**src/rtl/asr_pkg.sv**
```systemverilog
package asr_pkg;
  localparam int SAMPLE_W = 32;

  typedef enum logic [1:0] {
    FMT_I2S = 2'b00,
    FMT_DSP = 2'b01,
    FMT_RJ  = 2'b10,
    FMT_LJ  = 2'b11
  } fmt_e;

  function automatic logic [6:0] wlen_bits(input logic [1:0] code);
    case (code)
      2'b00:   return 7'd16;
      2'b01:   return 7'd20;
      2'b10:   return 7'd24;
      default: return 7'd32;
    endcase
  endfunction
endpackage

```
**src/rtl/asr_edge_sync.sv**
```systemverilog
module asr_edge_sync #(
  parameter int SYNC_STAGES = 2
) (
  input  logic clk,
  input  logic rst,
  input  logic bclk_inv_i,
  input  logic bclk_i,
  input  logic wclk_i,
  input  logic sdata_i,
  output logic evt_o,
  output logic wclk_o,
  output logic sdata_o
);
  logic [SYNC_STAGES-1:0] b_s, w_s, d_s;
  logic b_prev, edge_hit;

  always_ff @(posedge clk) begin
    if (rst) begin
      b_s <= '0;
      w_s <= '0;
      d_s <= '0;
      b_prev <= 1'b0;
    end else begin
      b_s <= {b_s[SYNC_STAGES-2:0], bclk_i};
      w_s <= {w_s[SYNC_STAGES-2:0], wclk_i};
      d_s <= {d_s[SYNC_STAGES-2:0], sdata_i};
      b_prev <= b_s[SYNC_STAGES-1];
    end
  end

  // Rising edge when polarity is 0, falling edge when it is 1.
  assign edge_hit = bclk_inv_i ? (b_prev & ~b_s[SYNC_STAGES-1])
                               : (~b_prev & b_s[SYNC_STAGES-1]);

  always_ff @(posedge clk) begin
    if (rst) begin
      evt_o <= 1'b0;
      wclk_o <= 1'b0;
      sdata_o <= 1'b0;
    end else begin
      evt_o <= edge_hit;
      wclk_o <= w_s[SYNC_STAGES-1];
      sdata_o <= d_s[SYNC_STAGES-1];
    end
  end

  // Two sampling edges of the same direction need at least two cycles.
  assert_evt_gap_R7: assert property (@(posedge clk) disable iff (rst)
    evt_o |=> !evt_o);
endmodule

```
**src/rtl/asr_frame_tracker.sv**
```systemverilog
module asr_frame_tracker import asr_pkg::*; #(
  parameter int OFF_W = 5,
  parameter int POS_W = 7
) (
  input  logic             clk,
  input  logic             rst,
  input  logic             evt_i,
  input  logic             wclk_i,
  input  fmt_e             fmt_i,
  input  logic [6:0]       nbits_i,
  input  logic [OFF_W-1:0] offset_i,
  output logic             done_l_o,
  output logic             done_r_o
);
  localparam logic [POS_W-1:0] POS_MAX = '1;

  logic             primed_q, wprev_q, ch_q, act_q;
  logic [POS_W-1:0] pos_q;
  logic             rise, fall, start_l, start_r, ch_now, act_now;
  logic [POS_W-1:0] pos_now, dly, rel, nb;
  logic             in_win, hit_a, hit_b;

  always_comb begin
    rise = evt_i & primed_q & ~wprev_q & wclk_i;
    fall = evt_i & primed_q & wprev_q & ~wclk_i;
    nb   = POS_W'(nbits_i);
    start_l = 1'b0;
    start_r = 1'b0;
    dly = POS_W'(offset_i);
    case (fmt_i)
      FMT_I2S: begin start_l = fall; start_r = rise; dly = POS_W'(offset_i) + POS_W'(1); end
      FMT_LJ:  begin start_l = rise; start_r = fall; end
      FMT_DSP: begin start_l = rise; end
      default: ;
    endcase
    if (start_l || start_r)
      pos_now = '0;
    else if (pos_q == POS_MAX)
      pos_now = POS_MAX;
    else
      pos_now = pos_q + POS_W'(1);
    ch_now  = start_l ? 1'b0 : (start_r ? 1'b1 : ch_q);
    act_now = act_q | start_l | start_r;
    rel    = pos_now - dly;
    in_win = act_now && (pos_now >= dly);
    hit_a  = in_win && (rel == nb - POS_W'(1));
    hit_b  = in_win && (rel == (nb << 1) - POS_W'(1));
    done_l_o = 1'b0;
    done_r_o = 1'b0;
    case (fmt_i)
      FMT_I2S, FMT_LJ: begin
        done_l_o = evt_i & hit_a & ~ch_now;
        done_r_o = evt_i & hit_a & ch_now;
      end
      FMT_DSP: begin
        done_l_o = evt_i & hit_a;
        done_r_o = evt_i & hit_b;
      end
      default: begin
        done_l_o = fall;
        done_r_o = rise;
      end
    endcase
  end

  always_ff @(posedge clk) begin
    if (rst) begin
      primed_q <= 1'b0;
      wprev_q <= 1'b0;
      ch_q <= 1'b0;
      act_q <= 1'b0;
      pos_q <= '0;
    end else if (evt_i) begin
      primed_q <= 1'b1;
      wprev_q <= wclk_i;
      ch_q <= ch_now;
      act_q <= act_now;
      pos_q <= pos_now;
    end
  end

  assert_done_on_evt_R9: assert property (@(posedge clk) disable iff (rst)
    (done_l_o || done_r_o) |-> evt_i);
  assert_pos_saturates_R6: assert property (@(posedge clk) disable iff (rst)
    (pos_q == POS_MAX) |=> (pos_q == POS_MAX || pos_q == '0));
endmodule

```
**src/rtl/asr_shift_core.sv**
```systemverilog
module asr_shift_core #(
  parameter int W = 32
) (
  input  logic         clk,
  input  logic         rst,
  input  logic         evt_i,
  input  logic         sdata_i,
  input  logic [6:0]   nbits_i,
  input  logic         take_prev_i,
  output logic [W-1:0] word_o
);
  logic [W-1:0] hist_q, full;
  logic [6:0]   sh;

  always_ff @(posedge clk) begin
    if (rst) hist_q <= '0;
    else if (evt_i) hist_q <= {hist_q[W-2:0], sdata_i};
  end

  // Right-justified words end one edge earlier, so the current bit is left out.
  assign full   = take_prev_i ? hist_q : {hist_q[W-2:0], sdata_i};
  assign sh     = 7'(W) - nbits_i;
  assign word_o = full << sh;
endmodule

```
**src/rtl/audio_serial_rx.sv**
```systemverilog
module audio_serial_rx import asr_pkg::*; #(
  parameter int OFF_W       = 5,
  parameter int SYNC_STAGES = 2
) (
  input  logic                clk,
  input  logic                rst,
  input  logic [1:0]          cfg_fmt_i,
  input  logic [1:0]          cfg_wlen_i,
  input  logic [OFF_W-1:0]    cfg_offset_i,
  input  logic                cfg_bclk_inv_i,
  input  logic                bclk_i,
  input  logic                wclk_i,
  input  logic                sdata_i,
  output logic [SAMPLE_W-1:0] left_o,
  output logic [SAMPLE_W-1:0] right_o,
  output logic                valid_o
);
  localparam int POS_W = $clog2((1 << OFF_W) + 2 * SAMPLE_W + 2);

  fmt_e                fmt;
  logic [6:0]          nbits;
  logic                evt, w_s, d_s, done_l, done_r, seen_q;
  logic [SAMPLE_W-1:0] word, left_hold, low_mask;

  assign fmt      = fmt_e'(cfg_fmt_i);
  assign nbits    = wlen_bits(cfg_wlen_i);
  assign low_mask = (nbits == 7'd32) ? '0 : ({SAMPLE_W{1'b1}} >> nbits);

  asr_edge_sync #(.SYNC_STAGES(SYNC_STAGES)) u_sync (
    .clk(clk), .rst(rst), .bclk_inv_i(cfg_bclk_inv_i),
    .bclk_i(bclk_i), .wclk_i(wclk_i), .sdata_i(sdata_i),
    .evt_o(evt), .wclk_o(w_s), .sdata_o(d_s));

  asr_frame_tracker #(.OFF_W(OFF_W), .POS_W(POS_W)) u_track (
    .clk(clk), .rst(rst), .evt_i(evt), .wclk_i(w_s), .fmt_i(fmt),
    .nbits_i(nbits), .offset_i(cfg_offset_i),
    .done_l_o(done_l), .done_r_o(done_r));

  asr_shift_core #(.W(SAMPLE_W)) u_shift (
    .clk(clk), .rst(rst), .evt_i(evt), .sdata_i(d_s), .nbits_i(nbits),
    .take_prev_i(fmt == FMT_RJ), .word_o(word));

  always_ff @(posedge clk) begin
    if (rst) begin
      left_hold <= '0;
      seen_q <= 1'b0;
      left_o <= '0;
      right_o <= '0;
      valid_o <= 1'b0;
    end else begin
      valid_o <= 1'b0;
      if (done_l) begin
        left_hold <= word;
        seen_q <= 1'b1;
      end
      if (done_r) begin
        left_o <= left_hold;
        right_o <= word;
        valid_o <= seen_q;
      end
    end
  end

  assert_valid_pulse_R9: assert property (@(posedge clk) disable iff (rst)
    valid_o |=> !valid_o);
  assert_valid_after_left_R9: assert property (@(posedge clk) disable iff (rst)
    $rose(valid_o) |-> seen_q);
  assert_low_bits_zero_R1: assert property (@(posedge clk) disable iff (rst)
    valid_o |-> (((left_o | right_o) & low_mask) == '0));
  assert_reset_clear_R10: assert property (@(posedge clk)
    $past(rst) |-> (!valid_o && left_o == '0 && right_o == '0));
endmodule

```
**config.mk**
```make
export PLATFORM = sky130hd
export DESIGN_NAME = audio_serial_rx
export DESIGN_NICKNAME = d
export VERILOG_FILES = /design/src/rtl/asr_pkg.sv /design/src/rtl/asr_edge_sync.sv /design/src/rtl/asr_frame_tracker.sv /design/src/rtl/asr_shift_core.sv /design/src/rtl/audio_serial_rx.sv
export SDC_FILE = /design/constraint.sdc
export NUM_CORES = 1
export LEC_CHECK = 0
export CAP_MARGIN = 20
export CELL_PAD_IN_SITES_DETAIL_PLACEMENT = 0
export CELL_PAD_IN_SITES_GLOBAL_PLACEMENT = 1
export CORE_ASPECT_RATIO = 1.5
export CORE_MARGIN = 3
export CORE_UTILIZATION = 45
export CTS_BUF_LIST = sky130_fd_sc_hd__clkbuf_16
export CTS_CLUSTER_DIAMETER = 100
export DETAILED_ROUTE_END_ITERATION = 12
export MAX_ROUTING_LAYER = met4
export PLACE_DENSITY_LB_ADDON = 0.1
export SYNTH_ARGS = -nofsm -noshare
export SYNTH_HDL_FRONTEND = slang
export SYNTH_SLANG_ARGS = --single-unit
```
**constraint.sdc**
```tcl
create_clock -name clk -period 5.2 [get_ports clk]
set_input_delay 1.04 -clock clk [delete_from_list [all_inputs] [get_ports clk]]
set_output_delay 1.04 -clock clk [all_outputs]
set_load 0.05 [all_outputs]
```
==> flow_summary.ini <==
[status]
status = finished clean

[sta]
relSlewSlack = 0.366
period_share = 0.927
fin_crit_ps = 4820
hold_viol_final = 0
fin_ws_ps = 380
worstMarginPinSlew_ps = 950
setup_violations = 0
rsz0062_at_grt = no
slew_violations = 0
clock.fmax_ghz = 0.207
finClkSkew_ps = 10.6

[worst_setup_path]
r2r_cells = 17
crit_fanout = 39
critPathLaunchType = primary input
crit_path_end_kind = register
crit_arrival_ps = 5170
cp.required_ps = 5550
crit_type = in2reg

[cells_and_area]
finalInstanceArea_um2 = 9220
area_delta_synth_final_pct = 19.3
fin_nets = 877
fillers = 1552
drive_gt1_frac = 0.102
final_util = 0.547
stdcell_count = 1067
num_antenna_cells = 0

[hold_path]
min-delay-path-class = reg2reg
whs_path_depth = 1

[floorplan]
coreArea_um2 = 16800
initial_utilization = 0.459
die_y_um = 166
dieArea_um2 = 18800
ioPinCount = 80
die_x_um = 113
fp-row-count = 58

[placement]
hpwl_mm = 12.4
port_buffers = 79
gp_congestion = 0.869
place_ws_ps = -69.8
placed_area_um2 = 8670
place_inst = 1036

[cts]
clock-sinks = 151
cts_buffers = 17
cts_root_buf = clkbuf_16
holdBufCountCts = 0
clock_latency_ps = 420
cts_resized = 0
cts_setup_buffers = 0
htreeDepth = 4
clk_pin_slew_ps = 60
cts_buffer_depth = 2
cts_tree = yes

[route]
firstDrtPassIters = 4
vias_per_cell = 5.24
via_count = 5595
dr.first_iter.drc_count = 246
drc = 0
avgRoutedWirePerCell_um = 16.1
routed_wl_mm = 17.1
ant_nets = 0

[synthesis]
yosysTopAreaCell = dfxtp_1
ys_warn_count = 0
synth_cell_types = 56
synth-seq-cells = 151
synthArstFlopShare = 0
synth_area_leaders = dfxtp_1 39%, mux2i_1 21%, nand2b_1 9.4%, nor2_1 3.3%, ha_1 2.6%
syn_nets = 815
synth_top_area_share = 0.391
synth-edff-count = 0
synth_cells = 783
ys_seq_area_frac = 0.391
ys.flop_type = dfxtp_1
synth_area_um2 = 7720
postSynthAreaPerCell_um2 = 9.86

[grt]
grt_pass1_vias = 5580
grt_usage = 0.190
grt_pass1_wl_mm = 28.1
grt_overflow = 0
grt_max_degree = 112
grt_antenna_before_repair = 0

[pwr]
p_int_w = 0.00190
p_per_area_nw_per_um2 = 268
p_switching_w = 0.000574
p_clk_frac = 0.453
comb_power_share = 0.077
p_leak_nw = 3.76
peakVddDrop_mv = 0.179
p_seq_frac = 0.471
swShare = 0.232

[job]
max-cap-violations = 0
[power groups by stage]
| stage | combinational [W] | clock (W) | sequential, W |
|---|---|---|---|
| floorplan | 0.000143 | 0 | 0.00119 |
| global placement | 0.000188 | 0 | 0.00119 |
| CTS | 0.000191 | 0.00115 | 0.00116 |
| global route | 0.000207 | 0.00120 | 0.00116 |
| finish | 0.000190 | 0.00112 | 0.00116 |
| detailed placement | 0.000191 | 0 | 0.00119 |
[critical path: stages]
cell             delay [ps]
clkdlybuf4s50_1         500
inv_1                    70
ha_1                    320
a211o_1                 300
o21ai_1                 200
a21oi_1                 100
inv_1                    80
ha_1                    160
inv_1                    50
fa_1                    410
a211oi_2                280
o21bai_1                100
a21oi_1                 220
buf_4                   160
xnor3_1                 200
nor4_2                   60
a211oi_4                320
buf_12                  290
mux2i_1                 230
[flip-flops by register name, indices dropped and copies added (netlist names)]
register	count
u_track.primed_q	1
u_track.ch_q	1
u_sync.evt_o	1
u_sync.sdata_o	1
u_sync.wclk_o	1
u_track.pos_q	7
u_sync.d_s	2
left_hold	32
left_o	32
valid_o	1
u_shift.hist_q	32
u_sync.w_s	2
right_o	32
u_track.act_q	1
u_sync.b_prev	1
u_sync.b_s	2
seen_q	1
u_track.wprev_q	1
[routing by layer]
metal	global-route usage	vias up	share of wire
li1	-	2822	-
met5	-	-	0
met2	0.329	96	0.51
met3	0.0349	31	0.028
met4	0.0811	0	0.027
met1	0.211	2646	0.43
[kinds of logic (layout without fill, tap and decap cells)]
logic type	Yosys count	after routing	synth area share
and+or+nand+nor	259	259	0.182
muxes	179	179	0.241
DFF	151	151	0.391
xor gates and xnor gates	19	19	0.0305
AOI/OAI and AO/OA	91	91	0.0831
buffers and inverters	67	141	0.0436
adders and majority gates	17	17	0.0285
[cells in the mapped netlist (all sizes together), types with 4 or more instances]
cell type,instances
a211o,10
a211oi,10
a21o,4
a21oi,29
buf,30
clkbuf,28
dfxtp,151
ha,16
inv,9
mux2,14
mux2i,161
mux4,4
nand2,27
nand2b,116
nor2,68
nor2b,20
nor3,4
o21ai,12
o22ai,8
or2,4
xnor2,8
xnor3,5
xor2,6
[final timing paths]
path                       startpoint                  endpoint  slack, ps
max                      cfg_fmt_i[0]  right_o[26]$_SDFFE_PP0P_        380
min          u_sync.d_s[0]$_SDFF_PP0_  u_sync.d_s[1]$_SDFF_PP0_        440
max reg2reg   u_sync.evt_o$_SDFF_PP0_  right_o[26]$_SDFFE_PP0P_       1000
min reg2reg  u_sync.d_s[0]$_SDFF_PP0_  u_sync.d_s[1]$_SDFF_PP0_        440
[placed cells by master, fill, tap and decap left out, types with 4 or more instances in the layout]
| master | n |
|---|---|
| mux2_2 | 14 |
| nor2_1 | 68 |
| nor2b_1 | 20 |
| a211o_1 | 10 |
| ha_1 | 15 |
| inv_1 | 11 |
| mux2i_1 | 161 |
| nand2b_1 | 116 |
| o21ai_0 | 11 |
| mux4_2 | 4 |
| dfxtp_1 | 150 |
| a211oi_1 | 6 |
| nand2_1 | 27 |
| clkdlybuf4s50_1 | 78 |
| o22ai_1 | 8 |
| xnor3_1 | 5 |
| clkinv_4 | 5 |
| xor2_1 | 6 |
| clkbuf_16 | 17 |
| or2_2 | 4 |
| xnor2_1 | 8 |
| a21o_1 | 4 |
| nor3_1 | 4 |
| a21oi_1 | 29 |
| buf_4 | 21 |
[final cells by class]
cell class	instances	area (um^2)	share of cell area
multi-input combinational	565	4380	0.475
clock buffer	17	425	0.0462
clock inverter	14	115	0.0125
tap	210	263	0.0285
inverter	9	33.8	0.00367
sequential	151	3020	0.328
timing repair buffer	101	978	0.106
[metrics by stage]
step,power [W],setup TNS [ps],hold WS (ps)
2_1_floorplan,0.00133,0,414
3_3_place_gp,0.00138,0,422
3_5_place_dp,0.00138,-2670,428
4_1_cts,0.00251,0,436
5_1_grt,0.00257,0,458
6_report,0.00247,0,435
Note: power is estimated with default switching activity, not from simulation.
